`src/rtl/ftw_pkg.sv`:
```
package ftw_pkg;

    // Widest select code the counters are built for (period up to 2^16).
    localparam int unsigned SEL_MAX_W = 4;

    typedef logic [SEL_MAX_W-1:0] sel_code_t;

    typedef enum logic {
        REG_SELECT = 1'b0,
        REG_MODE   = 1'b1
    } ftw_reg_e;

    // Mode register bit positions.
    localparam int unsigned MODE_KICK_BIT = 0;
    localparam int unsigned MODE_AUTO_BIT = 1;

    typedef struct packed {
        sel_code_t tmr_sel;
        sel_code_t wd_sel;
        logic      auto_kick;
    } ftw_cfg_t;

    typedef struct packed {
        logic tmr_restart;
        logic wd_restart;
    } ftw_ctl_t;

    // Terminal count for a select code: period 2^(sel+1) minus one.
    function automatic logic [31:0] last_count(input sel_code_t sel);
        return (32'd2 << sel) - 32'd1;
    endfunction

endpackage

```
`src/rtl/ftw_cfg_regs.sv`:
```
module ftw_cfg_regs
    import ftw_pkg::*;
#(
    parameter int unsigned SEL_W = 4
) (
    input  logic                 clk,
    input  logic                 rst,
    input  logic                 wr_en,
    input  logic                 wr_addr,
    input  logic [2*SEL_W-1:0]   wr_data,
    output ftw_cfg_t             cfg_q,
    output ftw_ctl_t             ctl
);

    localparam int unsigned DATA_W = 2 * SEL_W;

    ftw_reg_e addr;
    logic     hit_select;
    logic     hit_mode;
    logic     unused_mode_bits;

    assign addr       = ftw_reg_e'(wr_addr);
    assign hit_select = wr_en && (addr == REG_SELECT);
    assign hit_mode   = wr_en && (addr == REG_MODE);
    assign unused_mode_bits = ^wr_data[DATA_W-1:2];

    always_ff @(posedge clk) begin
        if (rst) begin
            cfg_q.tmr_sel   <= '0;
            cfg_q.wd_sel    <= sel_code_t'({SEL_W{1'b1}});
            cfg_q.auto_kick <= 1'b0;
        end else if (hit_select) begin
            cfg_q.tmr_sel <= sel_code_t'(wr_data[SEL_W-1:0]);
            cfg_q.wd_sel  <= sel_code_t'(wr_data[DATA_W-1:SEL_W]);
        end else if (hit_mode) begin
            cfg_q.auto_kick <= wr_data[MODE_AUTO_BIT];
        end
    end

    // The restart bit is never stored: it only produces a pulse.
    always_comb begin
        ctl.tmr_restart = hit_select;
        ctl.wd_restart  = hit_select || (hit_mode && wr_data[MODE_KICK_BIT]);
    end

    AST_SEL_IN_RANGE: assert property (@(posedge clk) disable iff (rst)
        (32'(cfg_q.tmr_sel) < (32'd1 << SEL_W)) && (32'(cfg_q.wd_sel) < (32'd1 << SEL_W)));

endmodule

```
`src/rtl/ftw_period_timer.sv`:
```
module ftw_period_timer
    import ftw_pkg::*;
#(
    parameter int unsigned SEL_W = 4
) (
    input  logic      clk,
    input  logic      rst,
    input  logic      frame,
    input  logic      restart,
    input  sel_code_t sel,
    output logic      irq
);

    localparam int unsigned CNT_W = 2 ** SEL_W;

    logic [CNT_W-1:0] tcnt;
    logic [CNT_W-1:0] tlast;

    assign tlast = CNT_W'(last_count(sel));

    always_ff @(posedge clk) begin
        if (rst || restart) begin
            tcnt <= '0;
            irq  <= 1'b0;
        end else begin
            irq <= 1'b0;
            if (frame) begin
                if (tcnt == tlast) begin
                    tcnt <= '0;
                    irq  <= 1'b1;
                end else begin
                    tcnt <= tcnt + 1'b1;
                end
            end
        end
    end

    AST_TCNT_IN_RANGE: assert property (@(posedge clk) disable iff (rst)
        tcnt <= tlast);
    AST_IRQ_SINGLE: assert property (@(posedge clk) disable iff (rst)
        irq |=> !irq);
    AST_TIMER_IDLE: assert property (@(posedge clk) disable iff (rst)
        (!frame && !restart) |=> ($stable(tcnt) && !irq));
    AST_TIMER_RESTART: assert property (@(posedge clk) disable iff (rst)
        restart |=> (tcnt == '0 && !irq));

endmodule

```
`src/rtl/ftw_frame_divider.sv`:
```
module ftw_frame_divider #(
    parameter int unsigned DIV = 16
) (
    input  logic clk,
    input  logic rst,
    input  logic clr,
    input  logic frame,
    output logic tick
);

    localparam int unsigned PRE_W = (DIV > 2) ? $clog2(DIV) : 1;
    localparam logic [PRE_W-1:0] PRE_LAST = PRE_W'(DIV - 1);

    logic [PRE_W-1:0] pre;

    always_ff @(posedge clk) begin
        if (rst || clr) begin
            pre <= '0;
        end else if (frame) begin
            pre <= (pre == PRE_LAST) ? '0 : pre + 1'b1;
        end
    end

    assign tick = frame && !clr && (pre == PRE_LAST);

    AST_PRE_IN_RANGE: assert property (@(posedge clk) disable iff (rst)
        pre <= PRE_LAST);
    AST_PRE_CLEAR: assert property (@(posedge clk) disable iff (rst)
        clr |=> (pre == '0));

endmodule

```
`src/rtl/ftw_watchdog.sv`:
```
module ftw_watchdog
    import ftw_pkg::*;
#(
    parameter int unsigned SEL_W  = 4,
    parameter int unsigned WD_DIV = 16
) (
    input  logic      clk,
    input  logic      rst,
    input  logic      frame,
    input  logic      restart_req,
    input  logic      auto_kick,
    input  logic      bus_acc,
    input  sel_code_t sel,
    output logic      timeout
);

    localparam int unsigned CNT_W = 2 ** SEL_W;

    logic             kick;
    logic             tick;
    logic [CNT_W-1:0] wcnt;
    logic [CNT_W-1:0] wlast;

    assign kick  = restart_req || (auto_kick && bus_acc);
    assign wlast = CNT_W'(last_count(sel));

    ftw_frame_divider #(.DIV(WD_DIV)) div_i (
        .clk   (clk),
        .rst   (rst),
        .clr   (kick),
        .frame (frame),
        .tick  (tick)
    );

    always_ff @(posedge clk) begin
        if (rst || kick) begin
            wcnt    <= '0;
            timeout <= 1'b0;
        end else if (tick) begin
            if (wcnt == wlast) begin
                wcnt    <= '0;
                timeout <= 1'b1;
            end else begin
                wcnt <= wcnt + 1'b1;
            end
        end
    end

    AST_TIMEOUT_STICKY: assert property (@(posedge clk) disable iff (rst)
        (timeout && !kick) |=> timeout);
    AST_KICK_CLEARS: assert property (@(posedge clk) disable iff (rst)
        kick |=> (!timeout && wcnt == '0));
    AST_BUS_IGNORED: assert property (@(posedge clk) disable iff (rst)
        (!auto_kick && !restart_req && !frame) |=> $stable(wcnt));

endmodule

```
`src/rtl/ftick_timer_wd.sv`:
```
module ftick_timer_wd
    import ftw_pkg::*;
#(
    parameter int unsigned SEL_W  = 4,
    parameter int unsigned WD_DIV = 16
) (
    input  logic               clk,
    input  logic               rst,
    input  logic               frame_pulse,
    input  logic               wr_en,
    input  logic               wr_addr,
    input  logic [2*SEL_W-1:0] wr_data,
    input  logic               bus_acc,
    output logic               tmr_irq,
    output logic               wd_timeout
);

    ftw_cfg_t cfg_q;
    ftw_ctl_t ctl;

    ftw_cfg_regs #(.SEL_W(SEL_W)) cfg_i (
        .clk     (clk),
        .rst     (rst),
        .wr_en   (wr_en),
        .wr_addr (wr_addr),
        .wr_data (wr_data),
        .cfg_q   (cfg_q),
        .ctl     (ctl)
    );

    ftw_period_timer #(.SEL_W(SEL_W)) tmr_i (
        .clk     (clk),
        .rst     (rst),
        .frame   (frame_pulse),
        .restart (ctl.tmr_restart),
        .sel     (cfg_q.tmr_sel),
        .irq     (tmr_irq)
    );

    ftw_watchdog #(.SEL_W(SEL_W), .WD_DIV(WD_DIV)) wd_i (
        .clk         (clk),
        .rst         (rst),
        .frame       (frame_pulse),
        .restart_req (ctl.wd_restart),
        .auto_kick   (cfg_q.auto_kick),
        .bus_acc     (bus_acc),
        .sel         (cfg_q.wd_sel),
        .timeout     (wd_timeout)
    );

    AST_RESET_QUIET: assert property (@(posedge clk)
        rst |=> (!tmr_irq && !wd_timeout));

endmodule

```
`config.mk`:
```
export PLATFORM = sky130hd
export DESIGN_NAME = ftick_timer_wd
export DESIGN_NICKNAME = d
export VERILOG_FILES = /design/src/rtl/ftw_pkg.sv /design/src/rtl/ftw_cfg_regs.sv /design/src/rtl/ftw_period_timer.sv /design/src/rtl/ftw_frame_divider.sv /design/src/rtl/ftw_watchdog.sv /design/src/rtl/ftick_timer_wd.sv
export SDC_FILE = /design/constraint.sdc
export NUM_CORES = 1
export LEC_CHECK = 0
export BUFFER_PORTS_ARGS = -buffer_cell sky130_fd_sc_hd__buf_4
export CORE_ASPECT_RATIO = 1.25
export CORE_MARGIN = 8
export CORE_UTILIZATION = 58
export DETAILED_ROUTE_END_ITERATION = 12
export GPL_ROUTABILITY_DRIVEN = 0
export HOLD_SLACK_MARGIN = 0.08
export PLACE_DENSITY_LB_ADDON = 0.08
export SYNTH_ARGS = -nofsm -noshare
export SYNTH_HDL_FRONTEND = slang
export SYNTH_SLANG_ARGS = --single-unit
```
`constraint.sdc`:
```
create_clock -name clk -period 4.41 [get_ports clk]
set_input_delay 0.882 -clock clk [delete_from_list [all_inputs] [get_ports clk]]
set_output_delay 0.882 -clock clk [all_outputs]
set_load 0.05 [all_outputs]
```
==> metrics, run 1 <==
Max Clock Skew 0.00367 ns; Netlist cell types 67; largest net degree at the start of global routing 23; number of global-route vias before repair 2,675; CTS Buffer Depth 2; Fin. Hold Viols 0; CTS buffer count 5; first-iteration detailed-routing DRC count 100; Cells after Synth 387; post-cts sizing count 0; initial antenna violation count 0; pre-CTS setup slack 0.929 ns; final std cells w/o fill 445; Overflow after GRT 0; Starting Density 60.5%; Peak VDD IR 0.000241 V; # rows 29; Slew @ Worst Pin 0.781 ns; setup TNS 0 ns; Port Buf Inserts 15; clock transition at the registers of the reported paths 0.09 ns; endpoints failing setup 0; GRT Util Overall 18.8%; CTS tree built; Max Cap Viol 0; Num Clock Sinks 47; Async S/R FF share, synth 0%; crit path from cfg_i.cfg_q[4]$_SDFFE_PP1P_; Max Fclk 285 MHz; crit-path max FO 19; layout cell share with drive strength beyond 1 9.92%; Die Wd 81.4 microns; I/O Pins 16; area added between synthesis and finish 5.86%; Die Area 7950 sq um; Layout Nets 401; YS warnings 0; Hold WS 0.490 ns; Arrival @ worst endpoint 3.67 ns; Vias 2,783; dpl hpwl 5.30 mm; H-tree levels 2; reg-to-reg critical path startpoint cfg_i.cfg_q[4]$_SDFFE_PP1P_; outcome finished clean; startpoint types flip-flop; leakage power 1.14 nW; syn nets 406; FILL cells 470; min-delay worst type reg -> reg; Final min period 3.51 ns; Worst-Skew Late Latency 0.30 ns; Critical Path RT 4.57 ns; unrepaired setup endpoints after global routing false; final setup margin 0.903 ns; sequential-to-total area share from yosys stat 30.4%; CP Class reg -> reg; CP Capture Type flip-flop; PD cells 287 nW/um^2; Die Y 97.7 microns; syn avg cell area 8.00 sq um; dpl cells 437; max_slew headroom 47.9%; commonest cells after routing, fill and taps aside 47 x dfxtp_1, 44 x nor3_1, 27 x nor2_1, 25 x nand2_1, 23 x xnor2_1; Final Total Pwr 940 uW; Routed WL per cell 16.2 microns; Hold-fix buffers, CTS 0; post-synthesis cell area 3100 sq um; Via density 6.25; Clk Tree Root Cell clkbuf_8; Tcrit/Tclk final 79.5%; commonest non-fill, non-tap cell in the layout dfxtp_1; first-pass GRT wire length 12.2 mm; Final Max Tran Viols 0; register bit total from synthesis 47; Post-CTS Setup Inserts 0; # diodes 0; number of flops mapped to enable cells by yosys 0; Post-route DRC 0; hold path start cfg_i.cfg_q[0]$_SDFFE_PP0P_; router iterations before antenna repair 4; core area 5120 sq um; DRT Wirelength 7.21 mm; Final ANT Viol Nets 0; Synth Flop Type dfxtp_1
[cells in the mapped netlist, types with 2 or more instances]
master / instances / area, sq um
a41oi_1: 2 / 17.5
nor4b_1: 4 / 35.0
nor4_1: 8 / 50.1
a211o_1: 5 / 43.8
or3_2: 2 / 15.0
buf_2: 7 / 35.0
a21boi_0: 2 / 15.0
or4b_2: 2 / 20.0
nor3b_1: 3 / 22.5
xor2_1: 15 / 131
buf_6: 2 / 22.5
a211oi_1: 2 / 15.0
a21oi_1: 17 / 85.1
mux2i_1: 7 / 70.1
o211ai_1: 2 / 15.0
nor2_1: 27 / 101
a31oi_1: 2 / 12.5
nor2b_1: 7 / 43.8
o21ai_0: 9 / 45.0
ha_1: 5 / 62.6
nand4_1: 10 / 62.6
nand3_1: 17 / 85.1
dfxtp_1: 47 / 941
and4_1: 5 / 43.8
inv_1: 9 / 33.8
and2_1: 4 / 25.0
and3_1: 8 / 50.1
or3b_2: 2 / 17.5
xnor2_1: 23 / 201
nand2b_1: 4 / 25.0
o31ai_1: 4 / 30.0
o21a_1: 4 / 30.0
or2_1: 2 / 12.5
or4_1: 2 / 15.0
clkbuf_1: 16 / 60.1
nand3b_1: 2 / 15.0
nor3_1: 44 / 220
nand2_1: 25 / 93.8
[kinds of logic (layout without fill, tap and decap cells)]
| family | Yosys count | in the layout | synth area share [%] |
|---|---|---|---|
| AOI/OAI and AO/OA | 66 | 66 | 15.1 |
| muxes | 7 | 7 | 2.26 |
| buffers and inverters | 39 | 35 | 6.50 |
| and+or+nand+nor | 185 | 185 | 33.0 |
| adders and majority gates | 5 | 5 | 2.02 |
| DFF | 47 | 47 | 30.4 |
| xor gates and xnor gates | 38 | 38 | 10.7 |
[per-stage QoR]
stage          instance area, sq um  util [%]
6_report                       3280      64.1
5_1_grt                        3280      64.1
4_1_cts                        3280      64.1
3_5_place_dp                   3140      61.4
3_3_place_gp                   3140      61.4
2_1_floorplan                  3100         -
[worst max-delay path, stage by stage (launching register included)]
cell and delay, ns:
dfxtp_1 0.51, or3_4 0.47, or2_1 0.23, ha_1 0.33, or4b_2 0.64, o221ai_1 0.25
xnor2_1 0.16, nand4_1 0.14, and4bb_4 0.54, nor3_1 0.09
[final cells by class]
| class | count | area (sq um) | area share, % |
|---|---|---|---|
| multi-input cells | 301 | 1950 | 59.6 |
| well taps | 62 | 77.6 | 2.37 |
| inverters | 9 | 33.8 | 1.03 |
| flip-flops and latches | 47 | 941 | 28.7 |
| clock inverters | 3 | 67.6 | 2.06 |
| clock buffers | 5 | 68.8 | 2.10 |
| repair buffers | 18 | 135 | 4.12 |
[path summary, 6_finish.rpt]
kind                                                    end  slack, ns  cells past startpoint
worst max register to register    wd_i.wcnt[4]$_SDFFE_PP0P_       0.90                      9
worst min-delay path            cfg_i.cfg_q[0]$_SDFFE_PP0P_       0.49                      2
worst min register to register  cfg_i.cfg_q[0]$_SDFFE_PP0P_       0.49                      2
worst max-delay path              wd_i.wcnt[4]$_SDFFE_PP0P_       0.90                      9
[layer usage]
layer	routed length (microns)	track usage, %	share of wire (%)	up-vias
li1	-	-	-	1394
met3	246	2.96	3.4	22
met1	2890	20.1	40	1316
met2	3760	33.1	52	51
met5	0	0	0	-
met4	319	10.8	4.4	0
[power breakdown]
part           internal (mW)  total (mW)  leakage (nW)  switching (mW)
Clock                  0.226       0.378        0.0644           0.152
Combinational         0.0503       0.113         0.690          0.0624
Sequential             0.431       0.449         0.380          0.0184
Total                  0.707       0.940          1.14           0.232
[sequential cells by signal (all words and copies together) (netlist names)]
signal / count
tmr_i.tcnt: 16
wd_i.wcnt: 16
cfg_i.cfg_q: 9
wd_i.div_i.pre: 4
tmr_i.irq: 1
wd_i.timeout: 1
No activity file was read; power rests on OpenSTA's default activity.
==> run 2, diff against run 1 <==
==> constraint.sdc (replaced) <==
create_clock -name clk -period 3.6 [get_ports clk]
set_input_delay 0.72 -clock clk [delete_from_list [all_inputs] [get_ports clk]]
set_output_delay 0.72 -clock clk [all_outputs]
set_load 0.05 [all_outputs]
==> run 2 against run 1 <==
Die area unchanged. Maximum frequency up 5.8%. Total power up 8.6%. Hold slack better by 0.0055 ns. Via count grew 1.1%. Highest routed layer unchanged. Combinational power up 38%. Design area hardly changed. Global-route usage grew 0.070 points.
==> metrics, run 2 (synthesis results as in run 1) <==
Max Fclk 302 MHz; GRT Util Overall 18.9%; Starting Density 60.5%; layout cell share with drive strength beyond 1 11.1%; FILL cells 457; Num Clock Sinks 47; area added between synthesis and finish 5.78%; first-iteration detailed-routing DRC count 197; endpoints failing setup 0; Peak VDD IR 0.000217 V; DRT Wirelength 7.26 mm; final std cells w/o fill 451; Max Clock Skew 0.00300 ns; PD cells 312 nW/um^2; commonest cells after routing, fill and taps aside 47 x dfxtp_1, 44 x nor3_1, 27 x nor2_1, 25 x nand2_1, 24 x buf_4; CTS tree built; core area 5120 sq um; router iterations before antenna repair 4; Largest regs tmr_i.tcnt: 16 flops, wd_i.wcnt: 16 flops, cfg_i.cfg_q: 9 flops; final setup margin 0.286 ns; Layout Nets 407; post-cts sizing count 0; Die Y 97.7 microns; Die Area 7950 sq um; I/O Pins 16; Post-route DRC 0; setup TNS 0 ns; initial antenna violation count 0; CP Capture Type flip-flop; CP Class reg -> reg; Tcrit/Tclk final 92.1%; Arrival @ worst endpoint 3.49 ns; unrepaired setup endpoints after global routing false; H-tree levels 2; Worst-Skew Late Latency 0.30 ns; clock transition at the registers of the reported paths 0.09 ns; Routed WL per cell 16.1 microns; crit-path max FO 14; Clk Tree Root Cell clkbuf_8; CTS Buffer Depth 2; number of global-route vias before repair 2,630; Hold-fix buffers, CTS 0; leakage power 1.14 nW; area of the multi-input gates 1950 sq um; startpoint types flip-flop; Critical Path RT 3.77 ns; min-delay worst type reg -> reg; Overflow after GRT 0; Vias 2,815; # rows 29; pre-CTS setup slack 0.367 ns; # diodes 0; Fin. Hold Viols 0; outcome finished clean; Final ANT Viol Nets 0; Storage cell area 941 sq um; Final Max Tran Viols 0; largest net degree at the start of global routing 23; Final min period 3.31 ns; Die Wd 81.4 microns; max_slew headroom 47.4%; dpl cells 443; first-pass GRT wire length 12.4 mm; Slew @ Worst Pin 0.789 ns; dpl hpwl 5.30 mm; CTS buffer count 5; Via density 6.24; Max Cap Viol 0; Post-CTS Setup Inserts 0; commonest non-fill, non-tap cell in the layout dfxtp_1; Port Buf Inserts 15
-- run 2: cell types whose count changed in the layout (fill, tap and decap cells not counted), sizes merged --
| cell | change |
|---|---|
| buf | +6 |
| inv | +1 |
| clkbuf | +1 |
| bufinv | -2 |
-- run 2: worst max-delay path, stage by stage, from the launching register on --
cell and delay [ns]:
dfxtp_1 0.35, nor4_1 0.39, inv_1 0.11, ha_1 0.36, xnor2_1 0.20, o2bb2ai_1 0.16
or4_1 0.51, nor4b_1 0.41, and4_1 0.58, nor4_1 0.11
-- run 2: through the flow --
stage	hold WS (ns)	util (%)	power (mW)	area, sq um
floorplan	0.461	-	0.667	3100
global placement	0.475	62.3	0.701	3190
detailed placement	0.486	62.3	0.703	3190
CTS	0.498	64.0	1.03	3280
global route	0.548	64.0	1.07	3280
finish	0.496	64.0	1.02	3280
-- run 2: cell type report --
cell class / count / share of cell area [%]
inverter: 9 / 1.03
clock buffer: 6 / 2.22
clock inverter: 2 / 0.497
tap: 62 / 2.37
timing repair buffer: 24 / 5.50
multi-input combinational: 301 / 59.7
sequential: 47 / 28.7
-- run 2: power breakdown --
part / internal, mW / total (mW) / switching, mW
sequential: 0.528 / 0.538 / 0.0102
combinational: 0.0657 / 0.156 / 0.0899
clock: 0.140 / 0.327 / 0.187
-- run 2: path summary, 6_finish.rpt --
| check | startpoint | cells after the start | slack [ns] | endpoint |
|---|---|---|---|---|
| worst max register to register | cfg_i.cfg_q[8]$_SDFFE_PP0P_ | 9 | 0.29 | tmr_i.tcnt[3]$_SDFFE_PP0P_ |
| worst min register to register | cfg_i.cfg_q[0]$_SDFFE_PP0P_ | 2 | 0.50 | cfg_i.cfg_q[0]$_SDFFE_PP0P_ |
| worst max-delay path | cfg_i.cfg_q[8]$_SDFFE_PP0P_ | 9 | 0.29 | tmr_i.tcnt[3]$_SDFFE_PP0P_ |
| worst min-delay path | cfg_i.cfg_q[0]$_SDFFE_PP0P_ | 2 | 0.50 | cfg_i.cfg_q[0]$_SDFFE_PP0P_ |
-- run 2: routing by layer --
layer | up-vias | GRT usage [%] | wire length (microns)
li1 | 1410 | - | -
met1 | 1339 | 21.7 | 3080
met2 | 50 | 32.4 | 3760
met3 | 16 | 3.15 | 196
met4 | 0 | 8.41 | 221
met5 | - | 0 | 0
